[src/rtl/trig_pkg.sv]
package trig_pkg;
    typedef enum logic [1:0] {
        TRIG_RISE = 2'b00,
        TRIG_FALL = 2'b01,
        TRIG_LOW  = 2'b10,
        TRIG_HIGH = 2'b11
    } trig_mode_e;

    typedef struct packed {
        logic prev;   // sample from the previous edge
        logic armed;  // a previous sample exists
        logic hit;    // registered set request
    } cell_state_t;
endpackage

[src/rtl/trig_mode_decode.sv]
module trig_mode_decode
    import trig_pkg::*;
(
    input  logic       kind_i,
    input  logic       pol_i,
    output trig_mode_e mode_o
);
    always_comb begin
        case ({kind_i, pol_i})
            2'b00:   mode_o = TRIG_RISE;
            2'b01:   mode_o = TRIG_FALL;
            2'b10:   mode_o = TRIG_LOW;
            default: mode_o = TRIG_HIGH;
        endcase
    end
endmodule

[src/rtl/trig_pin_cell.sv]
module trig_pin_cell
    import trig_pkg::*;
(
    input  logic clk,
    input  logic rst_n,
    input  logic pin_i,
    input  logic kind_i,
    input  logic pol_i,
    input  logic off_i,
    output logic set_o
);
    trig_mode_e  mode;
    cell_state_t st_d, st_q;
    logic        rise_w, fall_w, cond_w;

    trig_mode_decode u_dec (
        .kind_i (kind_i),
        .pol_i  (pol_i),
        .mode_o (mode)
    );

    always_comb begin
        st_d       = st_q;
        rise_w     = st_q.armed &  pin_i & ~st_q.prev;
        fall_w     = st_q.armed & ~pin_i &  st_q.prev;
        case (mode)
            TRIG_RISE: cond_w = rise_w;
            TRIG_FALL: cond_w = fall_w;
            TRIG_LOW:  cond_w = ~pin_i;
            default:   cond_w = pin_i;
        endcase
        st_d.prev  = pin_i;        // tracks the pin even while sensing is off
        st_d.armed = 1'b1;
        st_d.hit   = cond_w & ~off_i;
    end

    always_ff @(posedge clk or negedge rst_n) begin
        if (!rst_n) st_q <= '0;
        else        st_q <= st_d;
    end

    assign set_o = st_q.hit;

    AST_OFF_SILENT: assert property (@(posedge clk) disable iff (!rst_n)
        off_i |=> !set_o);
    AST_RISE_NEEDS_HIGH: assert property (@(posedge clk) disable iff (!rst_n)
        (set_o && $past(!kind_i && !pol_i)) |-> $past(pin_i));
    AST_FALL_NEEDS_LOW: assert property (@(posedge clk) disable iff (!rst_n)
        (set_o && $past(!kind_i && pol_i)) |-> !$past(pin_i));
    AST_LOW_LEVEL_FIRES: assert property (@(posedge clk) disable iff (!rst_n)
        (kind_i && !pol_i && !off_i && !pin_i) |=> set_o);
    AST_HIGH_LEVEL_FIRES: assert property (@(posedge clk) disable iff (!rst_n)
        (kind_i && pol_i && !off_i && pin_i) |=> set_o);
    AST_STEADY_NO_EDGE: assert property (@(posedge clk) disable iff (!rst_n)
        (!kind_i && $stable(pin_i)) |=> !set_o);
endmodule

[src/rtl/trig_detect.sv]
module trig_detect #(
    parameter int PINS = 8
) (
    input  logic            clk,
    input  logic            rst_n,
    input  logic [PINS-1:0] pin_level,
    input  logic [PINS-1:0] trig_kind,
    input  logic [PINS-1:0] trig_pol,
    input  logic [PINS-1:0] sense_off,
    output logic [PINS-1:0] set_req
);
    for (genvar i = 0; i < PINS; i++) begin : g_pin
        trig_pin_cell u_cell (
            .clk    (clk),
            .rst_n  (rst_n),
            .pin_i  (pin_level[i]),
            .kind_i (trig_kind[i]),
            .pol_i  (trig_pol[i]),
            .off_i  (sense_off[i]),
            .set_o  (set_req[i])
        );
    end

    AST_RESET_QUIET: assert property (@(posedge clk)
        !rst_n |=> (set_req == '0 || rst_n));
endmodule

[config.mk]
export PLATFORM = sky130hd
export DESIGN_NAME = trig_detect
export DESIGN_NICKNAME = d
export VERILOG_FILES = /design/src/rtl/trig_pkg.sv /design/src/rtl/trig_mode_decode.sv /design/src/rtl/trig_pin_cell.sv /design/src/rtl/trig_detect.sv
export SDC_FILE = /design/constraint.sdc
export NUM_CORES = 1
export LEC_CHECK = 0
export CAP_MARGIN = 20
export CORE_ASPECT_RATIO = 0.5
export CORE_MARGIN = 5
export CORE_UTILIZATION = 30
export CTS_CLUSTER_SIZE = 12
export DETAILED_ROUTE_END_ITERATION = 8
export PLACE_DENSITY = 0.74
export SLEW_MARGIN = 0
export SYNTH_ARGS = -nofsm -noshare
export SYNTH_HDL_FRONTEND = slang
export SYNTH_SLANG_ARGS = --single-unit
[constraint.sdc]
create_clock -name clk -period 2.7 [get_ports clk]
set_input_delay 0.27 -clock clk [delete_from_list [all_inputs] [get_ports clk]]
set_output_delay 0.27 -clock clk [all_outputs]
set_load 0.02 [all_outputs]
Word-level counts from Yosys, hierarchy flattened

Index checks and enable logic that the tools add are counted.

$mul: 0
Bitwise operators: 64
Shift-type cells: 0
Multiplexer cells: 16
Equality and inequality tests: 32
Reduce and logical (&&, ||, !) cells: 16
Div/mod/pow operators: 0
Magnitude comparators: 0
$add $sub $neg: 0

Operators by type and width:

| kind                                                             | count |
|---|---|
| 2-bit case mux with 3 select lines                               | 8 |
| 1-bit AND                                                        | 40 |
| 2-bit by 1-bit == test with 1-bit output (second input constant) | 16 |
| 2-bit == test (second input constant)                            | 16 |
| 2-bit logical NOT                                                | 16 |
| 1-bit NOT                                                        | 24 |
| 1-bit case mux with 3 select lines                               | 8 |

Bits in read-only memories: 0
Memories: 0
Word-level logic and storage cells: 145
Bits in registers: 17
Memory bits (writable): 0
Bits in latches: 0
Input port bits: 34
Output and inout port bits: 8

Depth between registers and ports, before layout

Gate-level depths: netlist of run 1.

Word-level depth: 5
Depth in mapped cells: 3
Gate-level depth less buffers: 3

Hierarchy

From an unflattened synthesis of run 1, not the netlist that was laid out.

Cells, all modules: 96
Area, all modules: 1111.1 µm²

By module, submodules not included:

| module           | cells each | area an instance (µm²) | seq. area each (µm²) | times used |
|---|---|---|---|---|
| trig_pin_cell    | 10         | 131.4                  | 75.1                 | 8 |
| trig_mode_decode | 2          | 7.5                    | 0.0                  | 8 |

Worst setup path after synthesis of run 1

OpenSTA, ideal clock, no wires.

Path kind: flip-flop to flip-flop
Start point: register g_pin[1].u_cell.st_q[2] (netlist bit)
End point: register g_pin[1].u_cell.st_q (netlist bit g_pin[1].u_cell.set_o)
Required time: 2606 ps
Path buffers: 0
Setup time: 94 ps
Clock period less this slack: 1146 ps
Path slack: 1554 ps
Stages on the path, launching flop included: 3
Arrival: 1052 ps
Cells stage by stage: dfrtp_1 > or4b_1 > a221oi_2

RTL lines:

| element                  | line                | source |
|---|---|---|
| start: declaration       | trig_pin_cell.sv:13 | `cell_state_t st_d, st_q;` |
| start signal: assignment | trig_pin_cell.sv:39 | `else st_q <= st_d;` |

Final worst setup path of run 1

Start point: register g_pin[4].u_cell.st_q (netlist bit g_pin[4].u_cell.set_o)
End point: output set_req[4]

RTL lines:

| element                  | line                | source |
|---|---|---|
| start: declaration       | trig_pin_cell.sv:13 |  |
| start signal: assignment | trig_pin_cell.sv:39 |  |
| end: declaration         | trig_detect.sv:10   | `output logic [PINS-1:0] set_req` |

No word-level cell between the ends.

==> qor.yml, run 1 <==
clock_tree:
  cts_tree: "built"
  clk_pin_slew_ns: 0.07
  cts_resized: 0
  root_buffer: "clkbuf_8"
  worstSkewPairLatency_ns: 0.25
  post_cts_buffers: 0
  htreeDepth: 1
  cts_buffers: 3
  cts_sinks: 17
  clockBufferDepth: 2
  ctsHoldBuffers: 0
place:
  placed_cells: 151
  gp_congestion: 0.679
  portBuffers: 41
  place_hpwl_mm: 1.56
floorplanning:
  die_h_um: 47.7
  dieArea_um2: 4080
  rows: 13
  num_io_pins: 42
  die_w_um: 85.4
  core_um2: 2650
  start_util_pct: 32.2
finish:
  drive_above_1_share_pct: 4.24
  syn2layout_area_growth_pct: 51.9
  antenna-diode-count: 0
  n_fill_cell: 244
  ff_latch_area_um2: 425
  final_nets: 153
  multi_input_area_um2: 364
  final_cells: 155
worst_setup_path:
  critPathBufInv: 1
  crit_start: "g_pin[4].u_cell.set_o"
  r2r_end: "g_pin[1].u_cell.set_o"
  critPathCapture: "set_req[4]"
  r2r_slack_ns: 1.42
  r2r_cells: 2
  crit_cells: 1
  cpMaxStageDelayCell: "clkdlybuf4s50_1"
  crit_path_start_kind: "register"
  cp_top_family: "buffers and inverters"
  crit_path_max_incr_delay_ns: 0.60
  critPathMaxFanout: 1
  cp_data_required_time_ns: 2.43
  cp.arrival_ns: 1.18
  timing.rr.start: "g_pin[7].u_cell.st_q[1]"
  crit_path_end_kind: "primary output"
  crit_chain: "clkdlybuf4s50_1"
  crit_type: "register to primary output"
global_routing:
  grt_usage_pct: 9.43
  grt_remaining_overflow: 0
  antenna_found_initial: 0
  use_met2_pct: 19.3
  grt_pass1_vias: 664
  grt_max_degree: 18
  grt_pass1_wl_mm: 2.84
  met3_usage_pct: 2.75
  gr-max-usage-layer: "met2"
  met1_usage_pct: 9.25
routing:
  ant_nets: 0
  first_pass_iters: 3
  first_iter_violations: 5
  drc: 0
  wl_per_cell_um: 12.3
  vias: 680
  wirelength_mm: 1.91
  via_per_inst: 4.39
logic_synthesis:
  yosysWarnings: 0
  ys_ff_latch: 17
  synth_edf_count: 0
  async_flop_share_pct: 100
  syn_inst: 81
  ys_seq_area_share_pct: 49.9
  synth_nets: 115
  synth_area_per_cell_um2: 10.5
  netlist_area_um2: 853
  ys.flop_type: "dfrtp_1"
  synthDistinctLibCells: 14
job:
  drv_cap: 0
power:
  leakage_uw: 0.000531
  vdd.ir_drop.worst_mv: 0.197
  powerDensity_nw_per_um2: 451
timing:
  finalHoldViolations: 0
  hold_slack_ns: 0.466
  tightest_slew_ns: 0.758
  timing.fmax_mhz: 687
  min_period_ns: 1.45
  fin_skew_ns: 0.00335
  maxSlewViolCount: 0
  slew_headroom_pct: 49.3
  setup_viol: 0
  post-route-period-util_pct: 53.9
  tns_ns: 0
  rsz0062_at_grt: "false"
run_status:
  status: "completed"
min_path:
  hp-class: "input port to async pin"
## layer usage
metal | routed length [um] | vias to the layer above | part of all wire, %
met2 | 1100 | 12 | 57
met4 | 12 | 0 | 0.63
li1 | - | 347 | -
met5 | 0 | - | 0
met1 | 742 | 319 | 39
met3 | 60 | 2 | 3.1
## cells in the final DEF, fill, tap and decap left out, types with 3 or more instances in the layout
master            n
o21ai_0           7
dfrtp_1          17
nor2b_1           7
clkbuf_8          3
and3b_1           7
nand2_1           7
xnor2_1           7
a21oi_1           9
nor3b_1           7
clkdlybuf4s50_1  41
## power breakdown
part           internal (uW)  switching, uW
Combinational           76.3           46.2
Sequential               269           6.35
Clock                    102           84.8
## registers in the layout, summed over array words and instances, names as in the netlist
name / flops
g_pin.u_cell.st_q: 9
g_pin.u_cell.set_o: 8
## worst min path at each step
stage,end,start,slack [ns],depth (start not counted)
floorplan,g_pin[0].u_cell.set_o,rst_n,-0.03,0
global placement,g_pin[1].u_cell.set_o,g_pin[1].u_cell.st_q[2],0.52,2
detailed placement,g_pin[1].u_cell.set_o,g_pin[1].u_cell.st_q[2],0.53,2
CTS,g_pin[1].u_cell.set_o,rst_n,0.50,1
global route,g_pin[0].u_cell.set_o,sense_off[0],0.54,2
finish,g_pin[0].u_cell.set_o,rst_n,0.47,1
## area by class of cell
type / instances / area share [%]
clock buffer: 3 / 3.19
clock inverter: 1 / 0.386
inverter: 1 / 0.290
multi-input combinational: 55 / 28.1
sequential: 17 / 32.8
tap: 37 / 3.57
timing repair buffer: 41 / 31.7
## through the flow
step	power, uW	utilization, %	area (um2)	setup WS [ns]
6_report	585	48.9	1300	1.25
5_1_grt	611	48.9	1300	1.22
4_1_cts	595	48.9	1300	1.23
3_5_place_dp	404	47.1	1250	1.04
3_3_place_gp	400	47.1	1250	1.07
2_1_floorplan	330	-	853	1.55
## cells by family after synthesis
group | synth area share [%]
AOI/OAI and AO/OA | 11.1
xor gates and xnor gates | 7.18
buffers and inverters | 7.48
DFF | 49.9
other | 0.439
and+or+nand+nor | 23.9
## synthesized netlist by cell type, types with 7 or more instances
library cell	number	area [um2]
o21ai_0	7	35.0
nor2b_1	7	43.8
a21oi_1	9	45.0
nor3b_1	7	52.6
xnor2_1	7	61.3
and3b_1	7	61.3
nand2_1	7	26.3
buf_4	8	60.1
dfrtp_1	17	425
No activity file was read; power rests on OpenSTA's default activity.
==> run 2: changes to the inputs <==
--- a/config.mk
+++ b/config.mk
@@ -11,7 +11,7 @@
 export CORE_UTILIZATION = 30
 export CTS_CLUSTER_SIZE = 12
 export DETAILED_ROUTE_END_ITERATION = 8
-export PLACE_DENSITY = 0.74
+export PLACE_DENSITY = 0.76
 export SLEW_MARGIN = 0
 export SYNTH_ARGS = -nofsm -noshare
 export SYNTH_HDL_FRONTEND = slang
==> constraint.sdc (replaced) <==
create_clock -name clk -period 1.2 [get_ports clk]
set_input_delay 0.12 -clock clk [delete_from_list [all_inputs] [get_ports clk]]
set_output_delay 0.12 -clock clk [all_outputs]
set_load 0.02 [all_outputs]
==> run 2 against run 1 <==
Compared with the run above:
- routed wire length down 1.3%
- die area unchanged
- sequential share of layout area down 0.89 points
- flip-flop and latch count unchanged
- critical path depth up 1
- first-iteration DRC count up 60%
- final cell count up 3.9%
- utilization up 1.4 points
- critical path type is now register to register
- clock power up 120%
==> qor.yml, run 2 (synthesis gave the netlist of run 1 again) <==
run_status:
  status: "completed"
timing:
  finalHoldViolations: 0  # unchanged
  maxSlewViolCount: 0  # unchanged
  setup_ws_ns: 0.0227  # -1.22 ns
  fin_skew_ns: 0.00344  # +0.0000802 ns
  timing.fmax_mhz: 849
  rsz0062_at_grt: "true"
  hold_slack_ns: 0.187  # -0.279 ns
  setup_viol: 0  # unchanged
  post-route-period-util_pct: 98.1
  min_period_ns: 1.18
worst_setup_path:
  crit_type: "register to register"
  crit_path_start_kind: "register"
  crit_path_end_kind: "register"
  r2r_slack_ns: 0.02  # -1.40 ns
  timing.rr.start: "g_pin[1].u_cell.st_q[2]"
  cp_data_required_time_ns: 1.36  # -1.07 ns
  cpMaxStageDelayCell: "or4b_4"
  crit_path_max_incr_delay_ns: 0.49  # -0.11 ns
  critPathMaxFanout: 2  # +1
  crit_start: "g_pin[1].u_cell.st_q[2]"
  cp.arrival_ns: 1.33  # +0.15 ns
  crit_chain: "or4b_4 > a221oi_2"
finish:
  largest_register_ffs: 9  # unchanged
  layout_common_cells: "clkdlybuf4s50_1, dfrtp_1, dlygate4sd2_1"
  multi_input_area_um2: 368  # +1.0%
  n_fill_cell: 255  # +4.5%
  final_common_cell: "clkdlybuf4s50_1"
  largest_register: "g_pin.u_cell.st_q"
  design_area_um2: 1330  # +2.8%
  drive_above_1_share_pct: 9.68  # +5.4 points
  final_nets: 159  # +3.9%
  post-route-util_pct: 50.3  # +1.4 points
  ff_latch_area_um2: 425  # unchanged
  syn2layout_area_growth_pct: 56.2
  antenna-diode-count: 0  # unchanged
routing:
  vias: 702  # +3.2%
  via_per_inst: 4.36  # -0.61%
  drc: 0  # unchanged
  wl_per_cell_um: 11.7  # -4.9%
  wirelength_mm: 1.89  # -1.3%
  first_iter_violations: 8  # +3
  first_pass_iters: 4  # +1
  ant_nets: 0  # unchanged
clock_tree:
  clockBufferDepth: 2  # unchanged
  cts_tree: "built"
  cts_sinks: 17  # unchanged
  htreeDepth: 1  # unchanged
  ctsHoldBuffers: 0  # unchanged
  clk_pin_slew_ns: 0.07  # about the same
  worstSkewPairLatency_ns: 0.25  # about the same
  cts_buffers: 3  # unchanged
  root_buffer: "clkbuf_8"
power:
  p_total_uw: 1310  # +120%
  powerDensity_nw_per_um2: 984  # +120%
  vdd.ir_drop.worst_mv: 0.331  # +68%
  leakage_uw: 0.000594  # +12%
floorplanning:
  die_h_um: 47.7  # unchanged
  rows: 13  # unchanged
  num_io_pins: 42  # unchanged
  core_um2: 2650  # unchanged
  dieArea_um2: 4080  # unchanged
  start_util_pct: 32.2  # unchanged
  die_w_um: 85.4  # unchanged
place:
  place_hpwl_mm: 1.56  # about the same
  gp_congestion: 0.667  # -1.8%
  placed_cell_area_um2: 1290  # +3.0%
  portBuffers: 41  # unchanged
  post-place-ws_ns: -0.250  # -1.29 ns
global_routing:
  grt_remaining_overflow: 0  # unchanged
  grt_pass1_wl_mm: 2.99  # +5.3%
  grt_usage_pct: 9.73  # +0.29 points
  grt_max_degree: 18  # unchanged
  antenna_found_initial: 0  # unchanged
  grt_pass1_vias: 672  # +1.2%
job:
  drv_cap: 0  # unchanged
min_path:
  hp-class: "input port to async pin"
## run 2: cell count changes in the layout (fill, tap and decap cells not counted), sizes merged
cell and change:
clkdlybuf4s50 -10, buf +6, dlygate4sd2 +10
## run 2: layer usage
metal / GRT usage [%] / vias to the layer above / routed length [um]
met5: 0 / - / 0
met4: 2.84 / 0 / 12
met3: 3.95 / 2 / 76
met2: 19.0 / 8 / 1060
met1: 10.1 / 334 / 737
li1: - / 358 / -
## run 2: power breakdown
part / internal, uW / leakage [uW] / switching, uW
combinational: 170 / 0.000357 / 106
clock: 230 / 0.0000255 / 188
sequential: 605 / 0.000211 / 11.8
## run 2: layout make-up
class                           instances  area share (%)
Inverter                                1           0.282
Clock inverter                          1           0.376
Timing Repair Buffer                   47            33.2
Tap cell                               37            3.47
Sequential cell                        17            31.9
Clock buffer                            3            3.10
Multi-Input combinational cell         55            27.6
## run 2: path summary, 6_finish.rpt
check	to	depth (start not counted)
max	g_pin[1].u_cell.set_o	2
min	g_pin[7].u_cell.set_o	2
max reg2reg	g_pin[1].u_cell.set_o	2
min reg2reg	g_pin[1].u_cell.set_o	2
max in group asynchronous	g_pin[1].u_cell.set_o	2
min in group clk	g_pin[1].u_cell.st_q[2]	2
## run 2: critical path: cells and delay by family (launching register included)
family | cells | cell delay, ns
AND/OR/NAND/NOR | 1 | 0.49
AO/OA/AOI/OAI | 1 | 0.22
flip-flops | 1 | 0.39
## run 2: metrics by stage
step           setup TNS [ns]  cells
6_report                    0    161
2_1_floorplan               0     81
3_5_place_dp           -0.266    156
5_1_grt               -0.0190    161
4_1_cts                     0    160
3_3_place_gp           -0.231    156
## run 2: repair_timing
| action | 4_1_cts | 5_1_grt |
|---|---|---|
| setup buffers | 0 | 1 |
| resized for setup | 11 | 0 |
| endpoints found under the hold margin | 0 | 0 |
| setup endpoints to repair | 9 | 1 |
| pin swaps | 2 | 1 |
==> run 3: changes to the inputs <==
--- a/config.mk
+++ b/config.mk
@@ -11,7 +11,6 @@
 export CORE_UTILIZATION = 30
 export CTS_CLUSTER_SIZE = 12
 export DETAILED_ROUTE_END_ITERATION = 8
-export PLACE_DENSITY = 0.76
 export SLEW_MARGIN = 0
 export SYNTH_ARGS = -nofsm -noshare
 export SYNTH_HDL_FRONTEND = slang
==> run 3 against run 2 <==
Compared with the run above:
- the run now ends with setup timing left
- routed wire length is 0.69% lower
- fmax is 2.9% lower
- clock skew is 0.00090 ns lower
- global-route usage is 0.48 points higher
- clock power is 4% higher
- worst hold slack better by 0.0029 ns
- critical path type unchanged
- largest cell class unchanged
- highest routed layer unchanged
==> qor.yml, run 3 (synthesis gave the netlist of run 1 again) <==
run_status:
  status: "finished, violations left"
  failed_checks: "setup timing"
power:
  powerDensity_nw_per_um2: 984  # about the same
  leakage_uw: 0.000606  # +2.1%
  vdd.ir_drop.worst_mv: 0.511  # +54%
timing:
  post-route-period-util_pct: 101  # +2.9 points
  timing.fmax_mhz: 825  # -2.9%
  rsz0062_at_grt: "true"
  min_period_ns: 1.21  # +0.0349 ns
  tns_ns: -0.0123  # -0.0123 ns
  setup_viol: 1  # +1
  maxSlewViolCount: 0  # unchanged
  finalHoldViolations: 0  # unchanged
  setup_ws_ns: -0.0123  # -0.0349 ns
  fin_skew_ns: 0.00254  # -0.000899 ns
global_routing:
  grt_max_degree: 18  # unchanged
  grt_pass1_vias: 718  # +6.8%
  antenna_found_initial: 0  # unchanged
  grt_remaining_overflow: 0  # unchanged
  grt_usage_pct: 10.2  # +0.48 points
  grt_pass1_wl_mm: 3.08  # +3.0%
clock_tree:
  cts_sinks: 17  # unchanged
  cts_tree: "built"
  htreeDepth: 1  # unchanged
  root_buffer: "clkbuf_8"
  clockBufferDepth: 2  # unchanged
  clk_pin_slew_ns: 0.07  # about the same
  ctsHoldBuffers: 0  # unchanged
  cts_buffers: 3  # unchanged
  worstSkewPairLatency_ns: 0.25  # about the same
floorplanning:
  die_h_um: 47.7  # unchanged
  start_util_pct: 32.2  # unchanged
  core_um2: 2650  # unchanged
  rows: 13  # unchanged
  num_io_pins: 42  # unchanged
  dieArea_um2: 4080  # unchanged
  die_w_um: 85.4  # unchanged
finish:
  final_common_cell: "clkdlybuf4s50_1"
  post-route-util_pct: 51.2  # +0.90 points
  final_nets: 160  # +0.63%
  syn2layout_area_growth_pct: 58.9
  multi_input_area_um2: 383  # +4.1%
  drive_above_1_share_pct: 11.2  # +1.5 points
  n_fill_cell: 256  # +0.39%
  largest_register: "g_pin.u_cell.st_q"
  ff_latch_area_um2: 425  # unchanged
  layout_common_cells: "clkdlybuf4s50_1, dfrtp_1, a21oi_1, dlygate4sd2_1"
  final_cells: 162  # +0.62%
  antenna-diode-count: 0  # unchanged
  largest_register_ffs: 9  # unchanged
worst_setup_path:
  crit_start: "g_pin[1].u_cell.st_q[2]"
  crit_path_end_kind: "register"
  timing.rr.start: "g_pin[1].u_cell.st_q[2]"
  critPathMaxFanout: 2  # unchanged
  cp.arrival_ns: 1.37  # +0.04 ns
  crit_type: "register to register"
  r2r_end: "g_pin[1].u_cell.set_o"
  r2r_slack_ns: -0.01  # -0.03 ns
  crit_path_start_kind: "register"
  cp_data_required_time_ns: 1.36  # about the same
  r2r_cells: 2  # unchanged
place:
  post-place-ws_ns: -0.243  # +0.00713 ns
  placed_cells: 158  # +1.3%
  gp_congestion: 0.682  # +2.4%
  portBuffers: 41  # unchanged
routing:
  drc: 0  # unchanged
  wl_per_cell_um: 11.6  # -1.3%
  first_pass_iters: 4  # unchanged
  first_iter_violations: 13  # +5
  ant_nets: 0  # unchanged
  wirelength_mm: 1.87  # -0.69%
  via_per_inst: 4.24  # -2.7%
  vias: 687  # -2.1%
job:
  drv_cap: 0  # unchanged
min_path:
  hp-class: "input port to async pin"
run 3: cell count changes in the layout (fill, tap and decap cells not counted):
cell and change:
buf_4 +1, clkdlybuf4s50_1 +1, dlygate4sd2_1 -1, nor4bb_1 -1, nor4bb_4 +1
run 3: critical path: stages, from the launching register on:
cell	delay, ns
dfrtp_1	0.39
or4b_4	0.48
a221oi_2	0.25
run 3: how the worst max path moves through the flow:
stage / to / cells after the start / slack, ns
3_5_place_dp: g_pin[1].u_cell.set_o / 4 / -0.24
2_1_floorplan: g_pin[1].u_cell.set_o / 2 / 0.05
4_1_cts: g_pin[1].u_cell.set_o / 2 / -0.001
3_3_place_gp: g_pin[1].u_cell.set_o / 4 / -0.23
5_1_grt: g_pin[1].u_cell.set_o / 2 / -0.08
6_report: g_pin[1].u_cell.set_o / 2 / -0.01
run 3: area by class of cell:
type                       instances  share of cell area, %
timing repair buffer              48                   33.3
sequential                        17                   31.4
multi-input combinational         55                   28.2
tap                               37                   3.41
clock buffer                       3                   3.04
clock inverter                     1                  0.369
inverter                           1                  0.277
run 3: power by group:
group          internal [uW]  leakage, uW  total (uW)  switching, uW
clock                    230    0.0000255         433            202
combinational            177     0.000370         286            110
sequential               605     0.000211         615           10.7
total                   1010     0.000606        1330            323
run 3: metal layers:
layer	vias up	wire length [um]	GRT usage (%)
met2	15	944	18.4
met1	311	786	11.3
met4	0	27	4.73
met3	2	115	3.78
li1	359	-	-
met5	-	0	0
run 3: metrics by stage:
step                      total power (uW)  area, um2  hold WS, ns
final                                 1330       1360        0.190
after floorplan                        743        853       -0.176
after detailed placement               924       1300        0.471
after global routing                  1400       1360        0.204
after global placement                 920       1300        0.470
after CTS                             1350       1340        0.194
run 3: what timing repair did:
action                                 4_1_cts  5_1_grt
buffers inserted                             0        0
setup endpoints to repair                    9        1
endpoints found under the hold margin        0        0
pin swaps                                    2        1
resized for setup                            9        3
